<file path="src/rtl/awd_pkg.sv">
package awd_pkg;

  localparam int WSZ_W  = 16;
  localparam int TGT_W  = 4;
  localparam int ATTR_W = 8;

  typedef struct packed {
    logic              en;
    logic [WSZ_W-1:0]  base;
    logic [WSZ_W-1:0]  size;
    logic [TGT_W-1:0]  target;
    logic [ATTR_W-1:0] attr;
  } win_cfg_t;

  // A legal size field is 0...01...1: adding one clears every set bit.
  function automatic logic size_is_thermo(input logic [WSZ_W-1:0] sz);
    logic [WSZ_W:0] plus1;
    plus1 = {1'b0, sz} + {{WSZ_W{1'b0}}, 1'b1};
    return ((plus1[WSZ_W-1:0] & sz) == '0);
  endfunction

  // Masked equality of the upper address bits against a base.
  function automatic logic masked_eq(input logic [WSZ_W-1:0] hi,
                                     input logic [WSZ_W-1:0] base,
                                     input logic [WSZ_W-1:0] sz);
    return (((hi ^ base) & ~sz) == '0);
  endfunction

endpackage

</file>
<file path="src/rtl/awd_win_regs.sv">
module awd_win_regs
  import awd_pkg::*;
#(
  parameter int NUM_WIN = 6,
  localparam int IDX_W = (NUM_WIN > 1) ? $clog2(NUM_WIN) : 1
) (
  input  logic                     clk,
  input  logic                     rst_n,
  input  logic                     wr_en,
  input  logic [IDX_W-1:0]         wr_idx,
  input  win_cfg_t                 wr_cfg,
  output win_cfg_t [NUM_WIN-1:0]   cfg_q
);

  for (genvar g = 0; g < NUM_WIN; g++) begin : g_win
    logic sel;
    assign sel = wr_en && (wr_idx == IDX_W'(g));

    always_ff @(posedge clk or negedge rst_n) begin
      if (!rst_n) begin
        cfg_q[g] <= '0;
      end else if (sel) begin
        cfg_q[g] <= wr_cfg;
      end
    end
  end

endmodule

</file>
<file path="src/rtl/awd_win_cmp.sv">
module awd_win_cmp
  import awd_pkg::*;
#(
  parameter int NUM_WIN = 6
) (
  input  logic [WSZ_W-1:0]         addr_hi,
  input  win_cfg_t [NUM_WIN-1:0]   cfg_q,
  output logic [NUM_WIN-1:0]       win_hit,
  output logic [NUM_WIN-1:0]       win_bad
);

  for (genvar g = 0; g < NUM_WIN; g++) begin : g_cmp
    logic legal;
    logic eq;
    assign legal      = size_is_thermo(cfg_q[g].size);
    assign eq         = masked_eq(addr_hi, cfg_q[g].base, cfg_q[g].size);
    assign win_bad[g] = !legal;
    assign win_hit[g] = cfg_q[g].en && legal && eq;
  end

endmodule

</file>
<file path="src/rtl/awd_prio_sel.sv">
module awd_prio_sel
  import awd_pkg::*;
#(
  parameter int NUM_WIN = 6,
  localparam int IDX_W = (NUM_WIN > 1) ? $clog2(NUM_WIN) : 1
) (
  input  logic [NUM_WIN-1:0]       win_hit,
  input  win_cfg_t [NUM_WIN-1:0]   cfg_q,
  output logic                     any_hit,
  output logic [IDX_W-1:0]         sel_idx,
  output logic [TGT_W-1:0]         sel_target,
  output logic [ATTR_W-1:0]        sel_attr
);

  always_comb begin
    any_hit    = 1'b0;
    sel_idx    = '0;
    sel_target = '0;
    sel_attr   = '0;
    // Walk from the top so the lowest matching window is the last to write.
    for (int i = NUM_WIN - 1; i >= 0; i--) begin
      if (win_hit[i]) begin
        any_hit    = 1'b1;
        sel_idx    = IDX_W'(i);
        sel_target = cfg_q[i].target;
        sel_attr   = cfg_q[i].attr;
      end
    end
  end

endmodule

</file>
<file path="src/rtl/addr_window_decoder.sv">
module addr_window_decoder
  import awd_pkg::*;
#(
  parameter int NUM_WIN = 6,
  parameter int ADDR_W  = 32,
  localparam int IDX_W  = (NUM_WIN > 1) ? $clog2(NUM_WIN) : 1
) (
  input  logic                 clk,
  input  logic                 rst_n,
  input  logic                 cfg_we,
  input  logic [IDX_W-1:0]     cfg_idx,
  input  logic                 cfg_en,
  input  logic [WSZ_W-1:0]     cfg_base,
  input  logic [WSZ_W-1:0]     cfg_size,
  input  logic [TGT_W-1:0]     cfg_target,
  input  logic [ATTR_W-1:0]    cfg_attr,
  input  logic [ADDR_W-1:0]    addr,
  output logic                 hit,
  output logic                 miss,
  output logic [IDX_W-1:0]     hit_idx,
  output logic [TGT_W-1:0]     hit_target,
  output logic [ATTR_W-1:0]    hit_attr,
  output logic [NUM_WIN-1:0]   cfg_invalid
);

  win_cfg_t                wr_cfg;
  win_cfg_t [NUM_WIN-1:0]  cfg_q;
  logic [NUM_WIN-1:0]      win_hit;
  logic [NUM_WIN-1:0]      win_en;
  logic [WSZ_W-1:0]        addr_hi;
  logic                    any_hit;

  assign wr_cfg = '{en: cfg_en, base: cfg_base, size: cfg_size,
                    target: cfg_target, attr: cfg_attr};
  assign addr_hi = addr[ADDR_W-1 -: WSZ_W];

  for (genvar g = 0; g < NUM_WIN; g++) begin : g_en
    assign win_en[g] = cfg_q[g].en;
  end

  awd_win_regs #(.NUM_WIN(NUM_WIN)) u_regs (
    .clk    (clk),
    .rst_n  (rst_n),
    .wr_en  (cfg_we),
    .wr_idx (cfg_idx),
    .wr_cfg (wr_cfg),
    .cfg_q  (cfg_q)
  );

  awd_win_cmp #(.NUM_WIN(NUM_WIN)) u_cmp (
    .addr_hi (addr_hi),
    .cfg_q   (cfg_q),
    .win_hit (win_hit),
    .win_bad (cfg_invalid)
  );

  awd_prio_sel #(.NUM_WIN(NUM_WIN)) u_sel (
    .win_hit    (win_hit),
    .cfg_q      (cfg_q),
    .any_hit    (any_hit),
    .sel_idx    (hit_idx),
    .sel_target (hit_target),
    .sel_attr   (hit_attr)
  );

  assign hit  = any_hit;
  assign miss = (win_hit == '0);

endmodule

</file>
<file path="config.mk">
export PLATFORM = sky130hd
export DESIGN_NAME = addr_window_decoder
export DESIGN_NICKNAME = d
export VERILOG_FILES = /design/src/rtl/awd_pkg.sv /design/src/rtl/awd_win_regs.sv /design/src/rtl/awd_win_cmp.sv /design/src/rtl/awd_prio_sel.sv /design/src/rtl/addr_window_decoder.sv
export SDC_FILE = /design/constraint.sdc
export NUM_CORES = 1
export LEC_CHECK = 0
export BUFFER_PORTS_ARGS = -buffer_cell sky130_fd_sc_hd__buf_2
export CAP_MARGIN = 20
export CORE_ASPECT_RATIO = 1.2
export CORE_MARGIN = 4
export CORE_UTILIZATION = 65
export CTS_CLUSTER_SIZE = 14
export DETAILED_ROUTE_END_ITERATION = 7
export PLACE_DENSITY = 0.95
export SLEW_MARGIN = 20
export SYNTH_ARGS = -nofsm -noshare
export SYNTH_HDL_FRONTEND = slang
export SYNTH_SLANG_ARGS = --single-unit
</file>
<file path="constraint.sdc">
create_clock -name clk -period 8.2 [get_ports clk]
set_input_delay 1.23 -clock clk [delete_from_list [all_inputs] [get_ports clk]]
set_output_delay 1.23 -clock clk [all_outputs]
set_load 0.03 [all_outputs]
</file>
==> results of run 1 <==
## cells by family after synthesis
logic type	count (synthesis)	share of synthesized area, %
DFF	270	52.1
muxes	252	21.9
and+or+nand+nor	171	6.93
AOI/OAI and AO/OA	166	9.73
xor gates and xnor gates	96	6.48
buffers and inverters	82	2.88
## area by class of cell
type	instances	area, sq um
sequential	270	6760
multi-input combinational	685	5900
fill	1182	5100
clock buffer	40	805
timing repair buffer	97	528
tap	261	327
inverter	26	97.6
clock inverter	6	33.8
antenna	1	2.50
## worst paths after layout
check	slack, ns	from	end
setup reg to reg	7.34	u_regs.cfg_q[154]$_DFFE_PN0P_	u_regs.cfg_q[154]$_DFFE_PN0P_
hold / removal	0.50	u_regs.cfg_q[89]$_DFFE_PN0P_	u_regs.cfg_q[89]$_DFFE_PN0P_
setup / recovery	2.58	addr[16]	hit_target[3]
hold reg to reg	0.50	u_regs.cfg_q[89]$_DFFE_PN0P_	u_regs.cfg_q[89]$_DFFE_PN0P_
min in group asynchronous	0.72	rst_n	u_regs.cfg_q[94]$_DFFE_PN0P_
max in group asynchronous	6.13	rst_n	u_regs.cfg_q[267]$_DFFE_PN0P_
## placed cells by master (no fill, tap or decap), drive strengths merged, types with 4 or more instances in the layout
| cell | netlist | layout |
|---|---|---|
| a21o | 12 | 12 |
| a21oi | 26 | 26 |
| a221oi | 14 | 14 |
| a2bb2oi | 4 | 4 |
| buf | 24 | 97 |
| clkbuf | 31 | 40 |
| clkinv | 0 | 6 |
| dfrtp | 270 | 270 |
| inv | 26 | 26 |
| mux2 | 251 | 251 |
| nand2 | 47 | 47 |
| nand2b | 7 | 7 |
| nand3 | 13 | 13 |
| nand4 | 11 | 11 |
| nor2 | 40 | 40 |
| nor2b | 5 | 5 |
| nor3 | 17 | 17 |
| nor4 | 5 | 5 |
| o21ai | 37 | 37 |
| o22ai | 45 | 45 |
| o41ai | 8 | 8 |
| or2 | 5 | 5 |
| xnor2 | 93 | 93 |
## stage by stage
stage / setup WS, ns / util [%] / hold WS (ns) / total power [W] / area [sq um]
after floorplan: 3.09 / - / 0.473 / 0.00235 / 13000
after global placement: 2.73 / 69.6 / 0.481 / 0.00256 / 13600
after detailed placement: 2.66 / 69.6 / 0.495 / 0.00263 / 13600
after CTS: 2.66 / 73.9 / 0.507 / 0.00381 / 14400
after global routing: 2.51 / 73.9 / 0.519 / 0.00396 / 14400
final: 2.58 / 73.9 / 0.504 / 0.00382 / 14500
## report_power, final
part | switching, W | total, W | internal, W
combinational | 0.000365 | 0.000763 | 0.000398
clock | 0.000503 | 0.00118 | 0.000673
sequential | 0.000251 | 0.00188 | 0.00163
## per-layer routing
layer	wire [um]	GRT usage (%)
met1	12900	39.3
met2	16800	51.3
met3	2380	4.39
met4	2410	18.2
met5	0	0
## critical path, cell delays in order
cell,delay [ns]
buf_2,0.16
xnor2_1,0.34
o22ai_1,0.15
or4_1,0.52
nor3_1,0.14
and3_1,0.61
nand2b_2,0.47
a221oi_1,0.10
o41ai_2,0.39
buf_2,0.26
==> qor.yml, run 1 <==
ys_seq_elements: 270
die_w_um: 137
grt_pass1_wl_mm: 53.4
drive_above_1_share_pct: 38.5
rsz0062_at_grt: "false"
routed_via_density: 6.63
routed_wl_mm: 34.5
synth_cell_types: 62
antenna_left: 0
area_growth_pct: 11.5
syn_inst: 1037
place_hpwl_mm: 23.6
cts.sink_count: 270
synthFlopType: "dfrtp_1"
postCtsSetupBuffers: 0
ys_async_sr_fraction_pct: 100
first_iter_violations: 644
synth_seq_area_share_pct: 52.1
slew_viol_final: 0
yosys_warnings: 0
cp.required_ns: 6.97
ys_top_cells_by_area: "dfrtp_1 52%, mux2_2 22%, xnor2_1 6.3%, o22ai_1 2.2%, o21ai_0 1.4%"
fmax_ghz: 0.178
fp.dieH_um: 163
grt_usage_pct: 31.2
row_count: 56
ioPinCount: 106
setup_viol_count_final: 0
worstSetupStartpointType: "input port"
cts_made_buffers: 27
fp.dieArea_sq_um: 22300
reg.largest.list: "u_regs.cfg_q: 270 flops"
tns_ns: 0
fin_nets: 1190
cts_tree: "yes"
power.density_nw_per_um2: 264
grt_max_degree: 172
drc_errors: 0
grt_pass1_vias: 9621
clk_pin_slew_ns: 0.06
min_period_ns: 5.62
tightestPinTransition_ns: 1.00
worst-path-max-fanout: 11
wl_per_cell_um: 24.9
synth_top_area_cell: "dfrtp_1"
routed-via-count: 9195
regMostFlops: "u_regs.cfg_q"
routabilityCongestion: 0.969
core_area_sq_um: 19500
grt-ovfl-total: 0
maxSlewHeadroom_pct: 33.1
finalCritPeriodShare_pct: 68.6
start_util_pct: 66.3
endpoint_kind: "output pin"
synthesis.area_sq_um: 13000
critical_path_class: "in2out"
clock_latency_ns: 0.53
postCtsHoldBufs: 0
max-vdd-ir-drop_v: 0.000211
h-tree-depth: 1
p_leak_nw: 6.09
cts_root_buf: "clkbuf_16"
post_cts_resized: 0
synth_nets: 1120
avgSynthCellArea_sq_um: 12.5
port-buffer-count: 89
clock-skew-final_ns: 0
clock_path_buffers: 3
worstRegToRegCells: 1
outcome: "complete, no violations"
synth_commonest_cells: "270 x dfrtp_1, 251 x mux2_2, 93 x xnor2_1"
dp_cells: 1339
cp.arrival_ns: 4.39
largest_reg_flops: 270
synth_top_area_share_pct: 52.1
drv.max_cap_violation_count: 0
instances_no_fill: 1386
antenna_found_initial: 0
hold_viol: 0
dr.pass1.iters: 5
min_path_cells: 1
synth_edf_count: 0
hold_class: "reg2reg"
synth_most_common_cell: "dfrtp_1"
No activity file was read; power rests on OpenSTA's default activity.
==> inputs of run 2 (changes only) <==
--- a/config.mk
+++ b/config.mk
@@ -9,10 +9,10 @@
 export CAP_MARGIN = 20
 export CORE_ASPECT_RATIO = 1.2
 export CORE_MARGIN = 4
-export CORE_UTILIZATION = 65
+export CORE_UTILIZATION = 60
 export CTS_CLUSTER_SIZE = 14
 export DETAILED_ROUTE_END_ITERATION = 7
-export PLACE_DENSITY = 0.95
+export PLACE_DENSITY = 0.89
 export SLEW_MARGIN = 20
 export SYNTH_ARGS = -nofsm -noshare
 export SYNTH_HDL_FRONTEND = slang
==> constraint.sdc (replaced) <==
create_clock -name clk -period 5.55 [get_ports clk]
set_input_delay 0.8325 -clock clk [delete_from_list [all_inputs] [get_ports clk]]
set_output_delay 0.8325 -clock clk [all_outputs]
set_load 0.03 [all_outputs]
==> run 2 against run 1 <==
Effect of this change:
- die area up 7.9%
- sequential share of layout area up 0.19 points
- worst hold slack worse by 0.18 ns
- cell count up 0.65%
- sequential power up 47%
- critical path type unchanged
==> qor.yml, run 2 (same netlist as run 1, synthesis figures left out) <==
grt_max_degree: 119
hold_viol: 0
internal_power_w: 0.00389
fp.dieH_um: 169
cts_tree: "yes"
antenna_left: 0
antenna_cells: 0
start_util_pct: 61.4
critical_path_class: "in2out"
post_dp_cell_area_sq_um: 13600
routed_via_density: 6.40
setup_viol_count_final: 0
dr.pass1.iters: 5
postCtsSetupBuffers: 0
grt_usage_pct: 28.7
worstRegToRegCells: 1
swShare_pct: 29.2
cts_root_buf: "clkbuf_16"
rrSetupSlack_ns: 4.70
maxSlewHeadroom_pct: 40.6
first_iter_violations: 643
max-vdd-ir-drop_v: 0.000295
cts.sink_count: 270
p_leak_nw: 6.04
regMostFlops: "u_regs.cfg_q"
ioPinCount: 106
fp.dieArea_sq_um: 24000
routed_wl_mm: 34.1
worst-path-max-fanout: 11
port-buffer-count: 89
regArea_sq_um: 6760
min_period_ns: 4.57
power_switching_w: 0.00161
wl_per_cell_um: 24.5
h-tree-depth: 1
regToRegEndpoint: "u_regs.cfg_q[242]$_DFFE_PN0P_"
fin_nets: 1195
grt-ovfl-total: 0
hold_class: "in2async"
cp.required_ns: 4.72
post_cts_resized: 0
worstSetupStartpointType: "input port"
drv.max_cap_violation_count: 0
outcome: "complete, no violations"
fillerInstances: 1411
clock_latency_ns: 0.52
drive_above_1_share_pct: 38.1
area_growth_pct: 11.0
finalCritPeriodShare_pct: 82.3
row_count: 58
cts_made_buffers: 26
clock_path_buffers: 3
tns_ns: 0
endpoint_kind: "output pin"
fmax_ghz: 0.219
totalPowerFinal_w: 0.00550
clockPowerShare_pct: 29.5
routabilityCongestion: 0.952
combPwrFrac_pct: 20.1
rsz0062_at_grt: "false"
layout_commonest_cell: "dfrtp_1"
sequentialPowerShare_pct: 50.3
clock-skew-final_ns: 0
multiInputGateArea_sq_um: 5890
core_area_sq_um: 21100
tightestPinTransition_ns: 0.891
die_w_um: 142
cp.arrival_ns: 3.73
power.density_nw_per_um2: 382
largest_reg_flops: 270
slew_viol_final: 0
postCtsHoldBufs: 0
drc_errors: 0
reg.largest.list: "u_regs.cfg_q: 270 flops"
fin_area_sq_um: 14400
routed-via-count: 8923
grt_pass1_vias: 9408
grt_pass1_wl_mm: 53.1
antenna_found_initial: 0
reg2reg_from: "u_regs.cfg_q[242]$_DFFE_PN0P_"
place_hpwl_mm: 23.1
final_cell_mix: "270 x dfrtp_1, 251 x mux2_2, 93 x xnor2_1, 88 x buf_2, 46 x nand2_1"
clk_pin_slew_ns: 0.06
==> run 2: cell types whose count changed in the layout (fill, tap and decap cells not counted), sizes merged <==
cell    delta
buf        +6
clkinv     -3
clkbuf     -2
diode      -1
==> run 2: critical path, cell delays in order <==
cell and delay, ns:
buf_2 0.17, xnor2_1 0.52, o22ai_1 0.19, or4_1 0.52, nor3_1 0.13, and3_1 0.26, nand2b_2 0.37, a221oi_2 0.07
o41ai_2 0.40, buf_2 0.27
==> run 2: worst max-delay path by stage <==
stage,from,to,depth (start not counted)
finish,addr[16],hit_attr[0],10
global route,u_regs.cfg_q[155]$_DFFE_PN0P_,hit_target[1],9
CTS,addr[16],hit_target[1],10
detailed placement,addr[16],hit_target[1],10
global placement,addr[16],hit_target[3],10
floorplan,addr[28],hit,9
==> run 2: per-stage QoR <==
stage	util, %	hold slack, ns	cells	worst slack (ns)
after CTS	68.2	0.396	1395	1.09
final	68.2	0.328	1395	0.983
after global routing	68.2	0.430	1395	0.886
after floorplan	-	0.473	1037	1.23
after global placement	64.6	0.481	1354	1.16
after detailed placement	64.6	0.495	1354	1.09
==> run 2: layout make-up <==
type	instances	area share [%]
multi-input combinational	685	40.9
timing repair buffer	103	3.89
sequential	270	46.9
clock inverter	3	0.183
tap	270	2.35
clock buffer	38	5.05
inverter	26	0.678
==> run 2: power groups by stage <==
stage | clock, W | combinational, W | sequential, W
6_report | 0.00162 | 0.00111 | 0.00277
5_1_grt | 0.00173 | 0.00120 | 0.00282
4_1_cts | 0.00164 | 0.00110 | 0.00276
3_5_place_dp | 0 | 0.00109 | 0.00278
3_3_place_gp | 0 | 0.00104 | 0.00275
2_1_floorplan | 0 | 0.000797 | 0.00268
==> run 2: layer usage <==
metal,routed length [um],GRT usage [%],up-vias,share of wire [%]
met1,12800,36.2,4517,38
met5,0,0,-,0
met3,2340,4.49,119,6.8
li1,-,-,3899,-
met4,2300,16.9,0,6.8
met2,16700,46.8,388,49
